`src/rtl/subvecIndexPkg.sv`:
```
package subvecIndexPkg;

  typedef struct packed {
    logic load;
    logic adv;
  } stepCtl_t;

endpackage

```
`src/rtl/subvecIndexCtrl.sv`:
```
module subvecIndexCtrl
  import subvecIndexPkg::*;
#(
  parameter int MAXVL = 64,
  localparam int VL_W = $clog2(MAXVL + 1),
  localparam int CNT_W = $clog2(MAXVL * 4)
) (
  input  logic            clk,
  input  logic            rstN,
  input  logic            start,
  input  logic            ready,
  input  logic [VL_W-1:0] vlEff,
  input  logic [2:0]      svLen,
  output stepCtl_t        ctl,
  output logic            busy,
  output logic            isLast
);

  logic [CNT_W-1:0] stepCnt;
  logic [CNT_W-1:0] lastIdx;
  logic [CNT_W:0]   totalSteps;
  logic             accept;

  assign totalSteps = (CNT_W+1)'(vlEff) * (CNT_W+1)'(svLen);
  assign isLast     = busy && (stepCnt == lastIdx);
  assign accept     = busy && ready;

  always_comb begin
    ctl.load = start && (vlEff != '0) && (!busy || (accept && isLast));
    ctl.adv  = accept && !isLast;
  end

  always_ff @(posedge clk) begin
    if (!rstN) begin
      busy    <= 1'b0;
      stepCnt <= '0;
      lastIdx <= '0;
    end else if (ctl.load) begin
      busy    <= 1'b1;
      stepCnt <= '0;
      lastIdx <= CNT_W'(totalSteps - 1'b1);
    end else if (accept && isLast) begin
      busy <= 1'b0;
    end else if (ctl.adv) begin
      stepCnt <= stepCnt + 1'b1;
    end
  end

endmodule

```
`src/rtl/subvecIndexWalker.sv`:
```
module subvecIndexWalker
  import subvecIndexPkg::*;
#(
  parameter int MAXVL = 64,
  localparam int VL_W = $clog2(MAXVL + 1),
  localparam int OFF_W = $clog2(MAXVL * 4)
) (
  input  logic             clk,
  input  logic             rstN,
  input  stepCtl_t         ctl,
  input  logic             swapIn,
  input  logic [VL_W-1:0]  vlIn,
  input  logic [2:0]       svIn,
  output logic [OFF_W-1:0] off
);

  logic [VL_W-1:0] vIdx;
  logic [1:0]      sIdx;
  logic [VL_W-1:0] vlR;
  logic [2:0]      svR;
  logic            swapR;
  logic            vWrap;
  logic            sWrap;

  assign vWrap = (vIdx == vlR - 1'b1);
  assign sWrap = ({1'b0, sIdx} == svR - 1'b1);
  assign off   = OFF_W'(OFF_W'(vIdx) * OFF_W'(svR) + OFF_W'(sIdx));

  always_ff @(posedge clk) begin
    if (!rstN) begin
      vIdx  <= '0;
      sIdx  <= '0;
      vlR   <= VL_W'(1);
      svR   <= 3'd1;
      swapR <= 1'b0;
    end else if (ctl.load) begin
      vIdx  <= '0;
      sIdx  <= '0;
      vlR   <= vlIn;
      svR   <= svIn;
      swapR <= swapIn;
    end else if (ctl.adv) begin
      if (swapR) begin
        if (vWrap) begin
          vIdx <= '0;
          sIdx <= sIdx + 1'b1;
        end else begin
          vIdx <= vIdx + 1'b1;
        end
      end else begin
        if (sWrap) begin
          sIdx <= '0;
          vIdx <= vIdx + 1'b1;
        end else begin
          sIdx <= sIdx + 1'b1;
        end
      end
    end
  end

endmodule

```
`src/rtl/subvecIndexPath.sv`:
```
module subvecIndexPath
  import subvecIndexPkg::*;
#(
  parameter int MAXVL = 64,
  localparam int VL_W = $clog2(MAXVL + 1),
  localparam int OFF_W = $clog2(MAXVL * 4)
) (
  input  logic             clk,
  input  logic             rstN,
  input  stepCtl_t         ctl,
  input  logic [VL_W-1:0]  vlEff,
  input  logic [2:0]       svLen,
  input  logic             cfgPack,
  input  logic             cfgUnpack,
  output logic [OFF_W-1:0] srcOff,
  output logic [OFF_W-1:0] dstOff
);

  logic [OFF_W-1:0] sideOff [2];

  for (genvar side = 0; side < 2; side++) begin : gSide
    subvecIndexWalker #(.MAXVL(MAXVL)) uWalk (
      .clk    (clk),
      .rstN   (rstN),
      .ctl    (ctl),
      .swapIn ((side == 0) ? cfgPack : cfgUnpack),
      .vlIn   (vlEff),
      .svIn   (svLen),
      .off    (sideOff[side])
    );
  end

  assign srcOff = sideOff[0];
  assign dstOff = sideOff[1];

endmodule

```
`src/rtl/subvecIndexGen.sv`:
```
module subvecIndexGen
  import subvecIndexPkg::*;
#(
  parameter int MAXVL = 64,
  localparam int VL_W = $clog2(MAXVL + 1),
  localparam int OFF_W = $clog2(MAXVL * 4)
) (
  input  logic             clk,
  input  logic             rstN,
  input  logic             start,
  input  logic [VL_W-1:0]  cfgVl,
  input  logic [1:0]       cfgSubvlCode,
  input  logic             cfgPack,
  input  logic             cfgUnpack,
  input  logic             outReady,
  output logic             outValid,
  output logic [OFF_W-1:0] srcOff,
  output logic [OFF_W-1:0] dstOff,
  output logic             outLast
);

  stepCtl_t        ctl;
  logic [VL_W-1:0] vlEff;
  logic [2:0]      svLen;

  assign vlEff = (cfgVl > VL_W'(MAXVL)) ? VL_W'(MAXVL) : cfgVl;
  assign svLen = {1'b0, cfgSubvlCode} + 3'd1;

  subvecIndexCtrl #(.MAXVL(MAXVL)) uCtrl (
    .clk    (clk),
    .rstN   (rstN),
    .start  (start),
    .ready  (outReady),
    .vlEff  (vlEff),
    .svLen  (svLen),
    .ctl    (ctl),
    .busy   (outValid),
    .isLast (outLast)
  );

  subvecIndexPath #(.MAXVL(MAXVL)) uPath (
    .clk       (clk),
    .rstN      (rstN),
    .ctl       (ctl),
    .vlEff     (vlEff),
    .svLen     (svLen),
    .cfgPack   (cfgPack),
    .cfgUnpack (cfgUnpack),
    .srcOff    (srcOff),
    .dstOff    (dstOff)
  );

endmodule

```
`config.mk`:
```
export PLATFORM = sky130hd
export DESIGN_NAME = subvecIndexGen
export DESIGN_NICKNAME = d
export VERILOG_FILES = /design/src/rtl/subvecIndexPkg.sv /design/src/rtl/subvecIndexCtrl.sv /design/src/rtl/subvecIndexWalker.sv /design/src/rtl/subvecIndexPath.sv /design/src/rtl/subvecIndexGen.sv
export SDC_FILE = /design/constraint.sdc
export NUM_CORES = 1
export LEC_CHECK = 0
export BUFFER_PORTS_ARGS = -buffer_cell sky130_fd_sc_hd__clkbuf_2
export CAP_MARGIN = 0
export CORE_MARGIN = 5
export CORE_UTILIZATION = 56
export CTS_CLUSTER_SIZE = 10
export DETAILED_ROUTE_END_ITERATION = 16
export PLACE_DENSITY_LB_ADDON = 0.05
export SLEW_MARGIN = 20
export SYNTH_ARGS = -nofsm -noshare
export SYNTH_HDL_FRONTEND = slang
export SYNTH_SLANG_ARGS = --single-unit
```
`constraint.sdc`:
```
create_clock -name clk -period 3.6 [get_ports clk]
set_clock_uncertainty 0.2 [all_clocks]
set_input_delay 0.36 -clock clk [delete_from_list [all_inputs] [get_ports clk]]
set_output_delay 0.36 -clock clk [all_outputs]
set_load 0.005 [all_outputs]
```
After elaboration in Yosys (flattened, before gate mapping)
Cells that the tools add are included.
{"block": "op_classes", "mul": 3, "n_mux": 15, "reduce_logical": 19, "bitwise_logic": 2, "div_mod_pow": 0, "shift": 0, "magnitude_cmp": 1, "eq_ne": 7, "n_addsub": 11}
{"cell": "2-to-1 mux 7 bit", "n": 7}
{"cell": "multiplier 7 x 3 -> 8 bit", "n": 3}
{"cell": "adder 8 x 2 -> 8 bit", "n": 2}
{"cell": "adder 7 x 1 -> 7 bit, second input constant", "n": 2}
{"cell": "== test 7 bit", "n": 2}
{"cell": "2-to-1 mux 2 bit", "n": 6}
{"cell": "AND reduction 2 bit", "n": 5}
{"cell": "adder 8 x 1 -> 8 bit, second input constant", "n": 1}
{"cell": "== test 8 bit", "n": 1}
{"cell": "subtractor 8 x 1 -> 8 bit, second input constant", "n": 1}
{"cell": "greater-than comparator 7 bit, second input constant", "n": 1}
{"cell": "nonzero test 7 bit", "n": 1}
{"cell": "subtractor 7 x 1 -> 7 bit, second input constant", "n": 1}
{"cell": "== test 2 x 3 -> 1 bit", "n": 2}
{"cell": "logical AND 1 bit", "n": 6}
{"cell": "nonzero test 2 bit", "n": 3}
{"cell": "adder 2 x 1 -> 2 bit, second input constant", "n": 2}
{"cell": "!= test 2 x 1 -> 1 bit, second input constant", "n": 2}
{"cell": "adder 2 x 1 -> 3 bit, second input constant", "n": 1}
{"cell": "subtractor 3 x 1 -> 3 bit, second input constant", "n": 1}
{"cell": "zero test 1 bit", "n": 2}
{"cell": "2-to-1 mux 1 bit", "n": 2}
{"cell": "NOT 1 bit", "n": 2}
{"cell": "OR reduction 2 bit", "n": 1}
{"cell": "logical OR 1 bit", "n": 1}
{"block": "word_totals", "wordCells": 69, "latchBits": 0, "romBits": 0, "out_inout_bits": 18, "regBits": 47, "ram_bits": 0, "memories": 0, "in_bits": 15}

Depth between registers and ports, before layout
{"block": "depth", "ltp_word": 6, "ltp_mapped": 13, "ltp_nobuf": 13}

Modules after synthesis
A second synthesis with hierarchy kept.
{"block": "unflattened", "cells_unflattened": 579, "area_unflattened_um2": 5121.2}
{"mod": "subvecIndexWalker at uPath.gSide[1].uWalk", "cells_each": 202, "seq_area_each_um2": 400.4, "area_per_inst_um2": 1820.5, "n_inst": 1}
{"mod": "subvecIndexWalker at uPath.gSide[0].uWalk", "cells_each": 201, "seq_area_each_um2": 400.4, "area_per_inst_um2": 1781.7, "n_inst": 1}
{"mod": "subvecIndexCtrl", "cells_each": 167, "seq_area_each_um2": 340.3, "area_per_inst_um2": 1461.4, "n_inst": 1}
{"mod": "subvecIndexGen", "cells_each": 9, "seq_area_each_um2": 0.0, "area_per_inst_um2": 57.6, "n_inst": 1}

Worst setup path before layout
OpenSTA, ideal clock, no wires.
{"block": "synth_path", "path_kind": "register to output", "startpoint": "reg, netlist name uPath.gSide[0].uWalk.svR[2]", "endpoint": "out dstOff[7]", "path_buffers": 2, "t_arrival_ns": 2.945, "slack_ns": 0.095, "t_required_ns": 3.040, "path_stages_with_launch": 13, "path_cell_list": "dfxtp_1 clkbuf_1 clkbuf_1 nand2_1 fa_1 inv_1 ha_1 fa_1 a21o_1 a21oi_1 o21bai_1 a21oi_1 xnor2_1"}
{"item": "end: declaration", "line": "subvecIndexGen.sv:18", "text": "output logic [OFF_W-1:0] dstOff,"}

==> flow_metrics.env <==
export IMPL_status="complete, no violations"
export IMPL_drive_above_1_share_pct=16.6
export IMPL_slew_limit_headroom_pct=54.0
export IMPL_slowest_stage="fa_1"
export IMPL_finalPower_mw=1.38
export IMPL_worstPathRequired_ns=3.04
export IMPL_synth_top_area_share_pct=22.0
export IMPL_ys_types=57
export IMPL_hpwlAfterDp_um=7270
export IMPL_postLayoutCoreUtil_pct=66.3
export IMPL_syn2layout_area_growth_pct=13.5
export IMPL_ios=33
export IMPL_crit_family="adder cells"
export IMPL_via_count=3567
export IMPL_drtIter0Drc=120
export IMPL_whs_ns=0.0667
export IMPL_yosys_warnings=0
export IMPL_leakage_nw=2.15
export IMPL_netlist_instances=517
export IMPL_synth_area_per_cell_um2=8.27
export IMPL_die_area_mm2=0.00949
export IMPL_min_period_over_period_pct=96.6
export IMPL_grt_max_degree=20
export IMPL_htreeDepth=2
export IMPL_hold_buffers=0
export IMPL_yosysMostFrequentCell="nand2_1"
export IMPL_path_class="reg -> out"
export IMPL_startpoint_type="register"
export IMPL_synth_commonest_cells="nand2_1 (82), dfxtp_1 (47), ha_1 (46)"
export IMPL_async_flop_share_pct=0
export IMPL_drc=0
export IMPL_setup_viol=0
export IMPL_diodes=0
export IMPL_end_kind="output port"
export IMPL_grt_first_pass_wirelength_um=15700
export IMPL_tightest_slew_ns=0.690
export IMPL_overflow=0
export IMPL_fin_crit_ns=3.48
export IMPL_syn_nets=596
export IMPL_synth_seq_area_share_pct=22.0
export IMPL_hp_class="in -> reg"
export IMPL_arrival_ns=2.92
export IMPL_synthTopCellsByArea="dfxtp_1 (22%), ha_1 (13%), fa_1 (8.4%), xnor2_1 (8.2%), nand2_1 (7.2%)"
export IMPL_ir_worst_vdd_mv=0.225
export IMPL_rows=31
export IMPL_grt_pass1_vias=3518
export IMPL_die_h_um=97.4
export IMPL_clock_latency_ns=0.31
export IMPL_n_fill_cell=651
export IMPL_clockBufferDepth=2
export IMPL_place_gp_congestion=0.835
export IMPL_numCtsBuffers=5
export IMPL_ant_nets=0
export IMPL_ys_flop_type="dfxtp_1"
export IMPL_crit_top_cell="a21oi_1"
export IMPL_cts_tree="done"
export IMPL_start_util_pct=58.4
export IMPL_worst_path_buf_inv=2
export IMPL_vias_per_cell=5.45
export IMPL_final_nets=633
export IMPL_synth_seq_cells=47
export IMPL_port_buffers=32
export IMPL_fmax_mhz=288
export IMPL_maxCapViolCount=0
export IMPL_slew_violations=0
export IMPL_die_w_um=97.4
export IMPL_synth_top_area_cell="dfxtp_1"
export IMPL_firstDrtPassIters=4
export IMPL_clk_pin_slew_worst_paths_ns=0.10
export IMPL_cp_max_fo=8
export IMPL_routed_wl_um=9140
export IMPL_hold_viol=0
export IMPL_synth_edff_count=0
export IMPL_power_density_mw_per_mm2=285
export IMPL_path_cells="nand2_1 > fa_1 > inv_1 > ha_4 > ha_1 > a21o_1 > a21oi_1 > o21bai_1 > a21oi_1 > xnor2_1 > clkbuf_2"
export IMPL_core_area_mm2=0.00733
export IMPL_syn_cell_area_mm2=0.00428
export IMPL_crit_path_max_incr_delay_ns=0.54
export IMPL_cts_sinks=47
export IMPL_antenna_found_initial=0
export IMPL_grt_util_all_layers_pct=19.6
export IMPL_detail_route_wl_per_cell_um=14.0
export IMPL_clockRootBuffer="clkbuf_8"
## cells by family (layout without fill, tap and decap cells)
logic type,Yosys count,count (layout),synth area share (%)
AND/OR/NAND/NOR,186,186,20.9
AO/OA/AOI/OAI,84,84,13.1
XOR/XNOR,69,69,14.8
adder cells (fa/ha/maj),64,64,21.9
buffers and inverters,62,100,6.20
flip-flops,47,47,22.0
multiplexers,5,5,1.23
## registers in the layout, indices dropped and copies added (netlist names)
| signal | cells |
|---|---|
| uPath.gSide.uWalk.swapR | 2 |
| uPath.gSide.uWalk.sIdx | 4 |
| uCtrl.lastIdx | 8 |
| uPath.gSide.uWalk.vIdx | 14 |
| uPath.gSide.uWalk.vlR | 7 |
| uPath.gSide.uWalk.svR | 3 |
| uCtrl.busy | 1 |
| uCtrl.stepCnt | 8 |
## where the power goes
group          leakage [nW]  internal, mW  switching [mW]  total, mW
sequential            0.385         0.545          0.0318      0.577
clock                0.0587         0.211           0.194      0.404
combinational          1.71         0.180           0.222      0.401
## worst paths after layout
check	depth (start not counted)	to	slack (ns)	from
worst min register to register	2	uCtrl.lastIdx[4]$_SDFFE_PN0P_	0.27	uCtrl.lastIdx[4]$_SDFFE_PN0P_
worst min-delay path	3	uPath.gSide[0].uWalk.swapR$_SDFFE_PN0P_	0.07	cfgPack
worst max-delay path	11	dstOff[6]	0.12	uPath.gSide[0].uWalk.svR[2]$_SDFFE_PN0P_
worst max register to register	8	uPath.gSide[0].uWalk.sIdx[1]$_SDFFE_PP0P_	0.73	uPath.gSide[0].uWalk.vlR[0]$_SDFFE_PN1P_
## metal layers
layer  routed length [um]  GRT usage, %  vias up
met3                  260          3.02       10
met2                 4680          35.4       42
met5                    0             0        -
met1                 4090          24.1     1696
met4                  107          5.01        0
li1                     -             -     1819
## timing repair
action                     in CTS  in global routing
pin swaps                       2                  7
setup buffers                   1                  0
resized for setup              11                 13
setup endpoints to repair       4                  4
## per-stage QoR
stage / TNS (ns) / cells / worst slack (ns) / instance area [um^2]
floorplan: 0 / 517 / 0.0950 / 4280
CTS: 0 / 654 / 0.00243 / 4750
global route: -0.0491 / 654 / -0.0452 / 4860
finish: 0 / 654 / 0.122 / 4860
global placement: 0 / 645 / 0.0695 / 4600
detailed placement: -0.0342 / 645 / -0.0342 / 4600
## cell usage in the layout, fill, tap and decap left out, types with 8 or more instances in the layout
cell type,n
fa_1,16
ha_1,37
buf_4,23
o21ai_0,9
a21oi_1,31
nor3_1,8
nand4_1,8
nand2_1,82
ha_4,8
clkbuf_2,31
nand3_1,9
xnor2_1,40
inv_1,36
nor2_1,33
xor2_1,27
dfxtp_1,41
and2_1,19
## layout make-up
class                           instances  area, um^2  area share [%]
Inverter                               37         139            2.86
Tap cell                               99         124            2.55
Clock inverter                          3        47.5           0.979
Clock buffer                            5        68.8            1.42
Sequential cell                        47         956            19.7
Timing Repair Buffer                   55         333            6.85
Multi-Input combinational cell        408        3190            65.7
## tightest hold or removal path: stages
cell      delay, ns
clkbuf_2       0.08
nand2_1        0.05
a21oi_1        0.05
Note: power is estimated with default switching activity, not from simulation.
